File: config.mk
export PLATFORM = sky130hd
export DESIGN_NAME = cyc_ham_trap_dec
export DESIGN_NICKNAME = d
export VERILOG_FILES = /design/src/rtl/ctd_pkg.sv /design/src/rtl/ctd_collect.sv /design/src/rtl/ctd_emit.sv /design/src/rtl/cyc_ham_trap_dec.sv
export SDC_FILE = /design/constraint.sdc
export NUM_CORES = 1
export LEC_CHECK = 0
export ABC_AREA = 1
export BUFFER_PORTS_ARGS = -buffer_cell sky130_fd_sc_hd__buf_2
export CAP_MARGIN = 20
export CORE_MARGIN = 4
export CORE_UTILIZATION = 51
export DETAILED_ROUTE_END_ITERATION = 10
export PLACE_DENSITY = 0.68
export SETUP_SLACK_MARGIN = 0.02
export SLEW_MARGIN = 0
export SYNTH_ARGS = -nofsm -noshare
export SYNTH_HDL_FRONTEND = slang
export SYNTH_SLANG_ARGS = --single-unit
File: constraint.sdc
create_clock -name clk -period 4.3 [get_ports clk]
set_clock_uncertainty 0.15 [all_clocks]
set_input_delay 0.645 -clock clk [delete_from_list [all_inputs] [get_ports clk]]
set_output_delay 0.645 -clock clk [all_outputs]
set_load 0.05 [all_outputs]
File: src/rtl/ctd_pkg.sv
package ctd_pkg;
    localparam int SYN_W_MAX = 16;
    typedef logic [SYN_W_MAX-1:0] syn_t;

    // multiply a residue by x modulo g(x); gen holds g without its top term
    function automatic syn_t syn_mulx(input syn_t s, input syn_t gen, input int r);
        syn_t t;
        logic top;
        top = s[r-1];
        t = (s << 1) & ((syn_t'(1) << r) - syn_t'(1));
        if (top) t = t ^ gen;
        return t;
    endfunction

    // Horner step: s*x + b modulo g(x)
    function automatic syn_t syn_step(input syn_t s, input logic b, input syn_t gen, input int r);
        syn_t t;
        t = syn_mulx(s, gen, r);
        t[0] = t[0] ^ b;
        return t;
    endfunction

    // residue of x^(n-1): syndrome of an error in the first bit sent
    function automatic syn_t syn_trap(input int n, input syn_t gen, input int r);
        syn_t t;
        t = syn_t'(1);
        for (int i = 0; i < n - 1; i++) t = syn_mulx(t, gen, r);
        return t;
    endfunction
endpackage

File: src/rtl/ctd_collect.sv
module ctd_collect
    import ctd_pkg::*;
#(
    parameter int N = 127,
    parameter int R = 7,
    parameter logic [R-1:0] GEN = 7'h09
) (
    input  logic         clk,
    input  logic         rst_n,
    input  logic         bit_valid,
    input  logic         bit_data,
    input  logic         bit_sop,
    input  logic         bit_bypass,
    input  logic         take,
    output logic         rdy,
    output logic         full,
    output logic [N-1:0] word,
    output logic [R-1:0] syn,
    output logic         byp
);
    localparam int CW = $clog2(N + 1);

    typedef struct packed {
        logic [N-1:0]  word;
        logic [R-1:0]  syn;
        logic [CW-1:0] cnt;
        logic          full;
        logic          byp;
    } col_t;

    col_t st_q, st_d;

    assign rdy  = !st_q.full || take;
    assign full = st_q.full;
    assign word = st_q.word;
    assign syn  = st_q.syn;
    assign byp  = st_q.byp;

    always_comb begin
        logic         fresh;
        syn_t         nxt;
        logic [CW:0]  cnt_n;
        st_d  = st_q;
        fresh = 1'b0;
        nxt   = '0;
        cnt_n = '0;
        if (take) st_d.full = 1'b0;
        if (bit_valid && rdy) begin
            fresh      = bit_sop || (st_q.cnt == '0);
            nxt        = syn_step(fresh ? syn_t'(0) : syn_t'(st_q.syn), bit_data, syn_t'(GEN), R);
            st_d.syn   = nxt[R-1:0];
            st_d.word  = {st_q.word[N-2:0], bit_data};
            if (fresh) begin
                st_d.byp = bit_bypass;
                cnt_n    = (CW+1)'(1);
            end else begin
                cnt_n    = {1'b0, st_q.cnt} + (CW+1)'(1);
            end
            if (cnt_n == (CW+1)'(N)) begin
                st_d.full = 1'b1;
                st_d.cnt  = '0;
            end else begin
                st_d.cnt  = cnt_n[CW-1:0];
            end
        end
    end

    always_ff @(posedge clk or negedge rst_n) begin
        if (!rst_n) st_q <= '0;
        else        st_q <= st_d;
    end
endmodule

File: src/rtl/ctd_emit.sv
module ctd_emit
    import ctd_pkg::*;
#(
    parameter int N = 127,
    parameter int R = 7,
    parameter logic [R-1:0] GEN = 7'h09
) (
    input  logic         clk,
    input  logic         rst_n,
    input  logic         load_req,
    input  logic [N-1:0] load_word,
    input  logic [R-1:0] load_syn,
    input  logic         load_byp,
    output logic         load_ack,
    input  logic         out_ready,
    output logic         out_valid,
    output logic         out_data,
    output logic         out_fix,
    output logic         out_ok,
    output logic         out_sop,
    output logic         out_eop
);
    localparam int CW = $clog2(N + 1);
    localparam syn_t TRAP_FULL = syn_trap(N, syn_t'(GEN), R);
    localparam logic [R-1:0] TRAP = TRAP_FULL[R-1:0];

    typedef struct packed {
        logic [N-1:0]  word;
        logic [R-1:0]  syn;
        logic [CW-1:0] cnt;
        logic          busy;
        logic          byp;
        logic          ok;
    } emit_t;

    emit_t st_q, st_d;
    logic  trap_hit;
    logic  last_beat;
    syn_t  rot;

    assign trap_hit  = st_q.busy && !st_q.byp && (st_q.syn == TRAP);
    assign last_beat = st_q.busy && (st_q.cnt == CW'(N - 1));
    assign load_ack  = load_req && (!st_q.busy || (out_ready && last_beat));
    assign rot       = syn_mulx(syn_t'(st_q.syn), syn_t'(GEN), R);

    assign out_valid = st_q.busy;
    assign out_data  = st_q.word[N-1] ^ trap_hit;
    assign out_fix   = trap_hit;
    assign out_ok    = st_q.ok;
    assign out_sop   = st_q.busy && (st_q.cnt == '0);
    assign out_eop   = last_beat;

    always_comb begin
        st_d = st_q;
        if (st_q.busy && out_ready) begin
            st_d.word = {st_q.word[N-2:0], 1'b0};
            st_d.syn  = trap_hit ? '0 : rot[R-1:0];
            st_d.cnt  = st_q.cnt + CW'(1);
            if (last_beat) st_d.busy = 1'b0;
        end
        if (load_ack) begin
            st_d.word = load_word;
            st_d.syn  = load_syn;
            st_d.cnt  = '0;
            st_d.busy = 1'b1;
            st_d.byp  = load_byp;
            st_d.ok   = load_byp || (load_syn == '0);
        end
    end

    always_ff @(posedge clk or negedge rst_n) begin
        if (!rst_n) st_q <= '0;
        else        st_q <= st_d;
    end
endmodule

File: src/rtl/cyc_ham_trap_dec.sv
module cyc_ham_trap_dec
    import ctd_pkg::*;
#(
    parameter int N = 127,
    parameter int R = 7,
    parameter logic [R-1:0] GEN = 7'h09
) (
    input  logic clk,
    input  logic rst_n,
    input  logic in_valid,
    output logic in_ready,
    input  logic in_data,
    input  logic in_sop,
    input  logic in_bypass,
    output logic out_valid,
    input  logic out_ready,
    output logic out_data,
    output logic out_fix,
    output logic out_ok,
    output logic out_sop,
    output logic out_eop
);
    logic         c_full;
    logic [N-1:0] c_word;
    logic [R-1:0] c_syn;
    logic         c_byp;
    logic         e_ack;

    ctd_collect #(.N(N), .R(R), .GEN(GEN)) collect_i (
        .clk        (clk),
        .rst_n      (rst_n),
        .bit_valid  (in_valid),
        .bit_data   (in_data),
        .bit_sop    (in_sop),
        .bit_bypass (in_bypass),
        .take       (e_ack),
        .rdy        (in_ready),
        .full       (c_full),
        .word       (c_word),
        .syn        (c_syn),
        .byp        (c_byp)
    );

    ctd_emit #(.N(N), .R(R), .GEN(GEN)) emit_i (
        .clk       (clk),
        .rst_n     (rst_n),
        .load_req  (c_full),
        .load_word (c_word),
        .load_syn  (c_syn),
        .load_byp  (c_byp),
        .load_ack  (e_ack),
        .out_ready (out_ready),
        .out_valid (out_valid),
        .out_data  (out_data),
        .out_fix   (out_fix),
        .out_ok    (out_ok),
        .out_sop   (out_sop),
        .out_eop   (out_eop)
    );
endmodule

==> impl_metrics.env <==
export IMPL_final_antenna_net_count=0
export IMPL_period_share=0.701
export IMPL_synth_edff_count=0
export IMPL_first_pass_iters=7
export IMPL_worstRegToRegCells=10
export IMPL_path_buf_inv=1
export IMPL_worstPathCellList="nand2_1, nor3_1, nand3b_1, xor2_1, buf_2"
export IMPL_cts_max_level=1
export IMPL_p_int_mw=5.60
export IMPL_ys_seq_area_frac=0.545
export IMPL_dp_slack_ns=1.59
export IMPL_port_buffer_count=13
export IMPL_start_util=0.520
export IMPL_tns_ns=0
export IMPL_antenna_found_initial=0
export IMPL_fin_crit_ns=3.02
export IMPL_critPathArrivalTime_ns=2.22
export IMPL_power_switching_mw=2.62
export IMPL_clk_latency_ns=0.55
export IMPL_vias_per_cell=5.10
export IMPL_antenna_cells=0
export IMPL_postCtsHoldBufs=0
export IMPL_cts_setup_buffers=0
export IMPL_dieArea_um2=28500
export IMPL_power_switching_share=0.319
export IMPL_syn_nets=1632
export IMPL_postSynth_asyncResetShare=1.00
export IMPL_ys_ff_latch=287
export IMPL_ir_worst_vdd_uv=265
export IMPL_powerDensity_nw_per_um2=573
export IMPL_remaining_drc_errors=0
export IMPL_path_clk_slew_ns=0.06
export IMPL_finalHoldViolCount=0
export IMPL_combPwrFrac=0.226
export IMPL_slew_violations=0
export IMPL_clock_fmax_mhz=332
export IMPL_ios=14
export IMPL_rr_startpoint="emit_i.st_q[3]"
export IMPL_post_dp_hpwl_mm=14.0
export IMPL_gp_congestion=0.726
export IMPL_netlist_instances=1620
export IMPL_use_met3=0.0236
export IMPL_grt_max_degree=187
export IMPL_cap_violations=0
export IMPL_core_area_um2=25300
export IMPL_num_fill_cells=2303
export IMPL_grtUsageMet1=0.258
export IMPL_worstSetupStartpointType="flop"
export IMPL_slowest_delay_ns=0.60
export IMPL_drt_iter0_drc=847
export IMPL_fin_area_um2=14300
export IMPL_slew_headroom=0.367
export IMPL_reg2reg_slack_ns=1.56
export IMPL_synth_area_per_cell_um2=8.13
export IMPL_worstPathMaxFanout=8
export IMPL_top_usage_layer="met2"
export IMPL_reg2reg_to="collect_i.word[92]"
export IMPL_seq_power_share=0.449
export IMPL_fp_dieH_um=169
export IMPL_required_ns=3.50
export IMPL_whs_ns=0.0208
export IMPL_syn_to_final_growth_pct=8.83
export IMPL_rows=58
export IMPL_stdcell_count=1932
export IMPL_synth_area_um2=13200
export IMPL_placed_cell_area_um2=13300
export IMPL_p_clk_frac=0.324
export IMPL_cts_resized=0
export IMPL_p_leak_nw=7.05
export IMPL_cts_made_buffers=31
export IMPL_clock_sinks=287
export IMPL_crit_slowest_cell="dfrtp_1"
export IMPL_endpoint_kind="output pin"
export IMPL_nets=1590
export IMPL_die_w_um=169
export IMPL_ys_warn_count=0
export IMPL_cts_tree="done"
export IMPL_grt_usage=0.182
export IMPL_synth_main_ff_cell="dfrtp_1"
export IMPL_clockRootBuffer="clkbuf_16"
export IMPL_path_class="flop to output pin"
export IMPL_wl_per_cell_um=12.9
export IMPL_hold_path_class="input port to async pin"
export IMPL_yosys_cell_types_count=29
export IMPL_routed_wl_mm=24.9
export IMPL_worst_pin_slew_ns=0.950
export IMPL_cpLargestDelayFamily="flip-flops"
export IMPL_grt_first_pass_wirelength_mm=44.9
export IMPL_rsz0062_at_grt="no"
export IMPL_timing_final_ws_setup_ns=1.28
export IMPL_finalSetupViolCount=0
export IMPL_met2_usage=0.300
export IMPL_drive_gt1_frac=0.0581
export IMPL_status="completed"
export IMPL_vias=9858
export IMPL_dp_cells=1875
export IMPL_overflow=0
export IMPL_cts_buffer_depth=3
export IMPL_grt_pass1_vias=9628
area by class of cell:
class | instances | area [um2] | area share
inverter | 288 | 1080 | 0.0754
sequential | 287 | 7190 | 0.501
multi-input combinational | 940 | 4380 | 0.306
tap | 330 | 413 | 0.0288
timing repair buffer | 30 | 240 | 0.0168
clock inverter | 12 | 139 | 0.00968
clock buffer | 45 | 898 | 0.0626
metrics by stage:
stage | total power [mW] | util
finish | 8.22 | 0.566
global route | 8.80 | 0.566
CTS | 8.32 | 0.566
detailed placement | 5.60 | 0.525
global placement | 5.54 | 0.525
floorplan | 5.19 | -
cell usage after synthesis (2+ instances only):
cell,number,area (um2)
nand4_1,4,25.0
nand2_1,334,1250
nor2_2,2,12.5
a21oi_1,5,25.0
inv_2,2,7.51
nor3_1,2,10.0
nand3_1,277,1390
dfrtp_1,287,7180
xor2_1,4,35.0
nand2_2,2,12.5
nand3_2,2,20.0
buf_2,45,225
clkbuf_1,42,158
nor2_1,22,82.6
inv_1,286,1070
buf_6,12,135
o21ai_1,64,320
nor4_1,2,12.5
ha_1,5,62.6
buf_4,5,37.5
o21ai_0,208,1040
power groups by stage:
stage	clock, mW	combinational [mW]	sequential [mW]
CTS	2.73	1.89	3.70
global placement	0	1.82	3.72
global route	2.85	2.19	3.77
detailed placement	0	1.87	3.74
finish	2.67	1.86	3.69
floorplan	0	1.52	3.67
cells in the final DEF, fill, tap and decap left out, drive strengths merged, types with 9 or more instances in the layout:
| cell | instances |
|---|---|
| nand3 | 279 |
| nand2 | 337 |
| o21ai | 272 |
| inv | 288 |
| buf | 30 |
| clkbuf | 45 |
| dfrtp | 287 |
| clkinv | 9 |
| nor2 | 24 |
logic make-up after synthesis:
family / Yosys count / synth area share
AND/OR/NAND/NOR: 652 / 0.217
buffers and inverters: 393 / 0.125
flip-flops: 287 / 0.545
AO/OA/AOI/OAI: 279 / 0.106
adder cells (fa/ha/maj): 5 / 0.00475
XOR/XNOR: 4 / 0.00266
worst max path at each step:
stage | startpoint | to | slack (ns) | cells past startpoint
floorplan | emit_i.out_valid | out_sop | 1.07 | 3
global placement | out_ready | collect_i.word[91] | 1.61 | 6
detailed placement | out_ready | collect_i.word[92] | 1.59 | 7
CTS | emit_i.out_valid | out_data | 1.27 | 5
global route | emit_i.out_valid | out_data | 1.17 | 5
finish | emit_i.out_valid | out_data | 1.28 | 5
layer usage:
metal	part of all wire	routed length, um	vias up
met5	0	0	-
met4	0.020	497	0
met3	0.032	791	37
met2	0.46	11500	129
met1	0.49	12200	4678
li1	-	-	5014
sequential cells by signal, indices dropped and copies added, names as in the netlist:
signal,count
collect_i.byp,1
collect_i.full,1
collect_i.st_q,7
collect_i.syn,7
collect_i.word,127
emit_i.out_ok,1
emit_i.out_valid,1
emit_i.st_q,142
No activity file was read; power rests on OpenSTA's default activity.
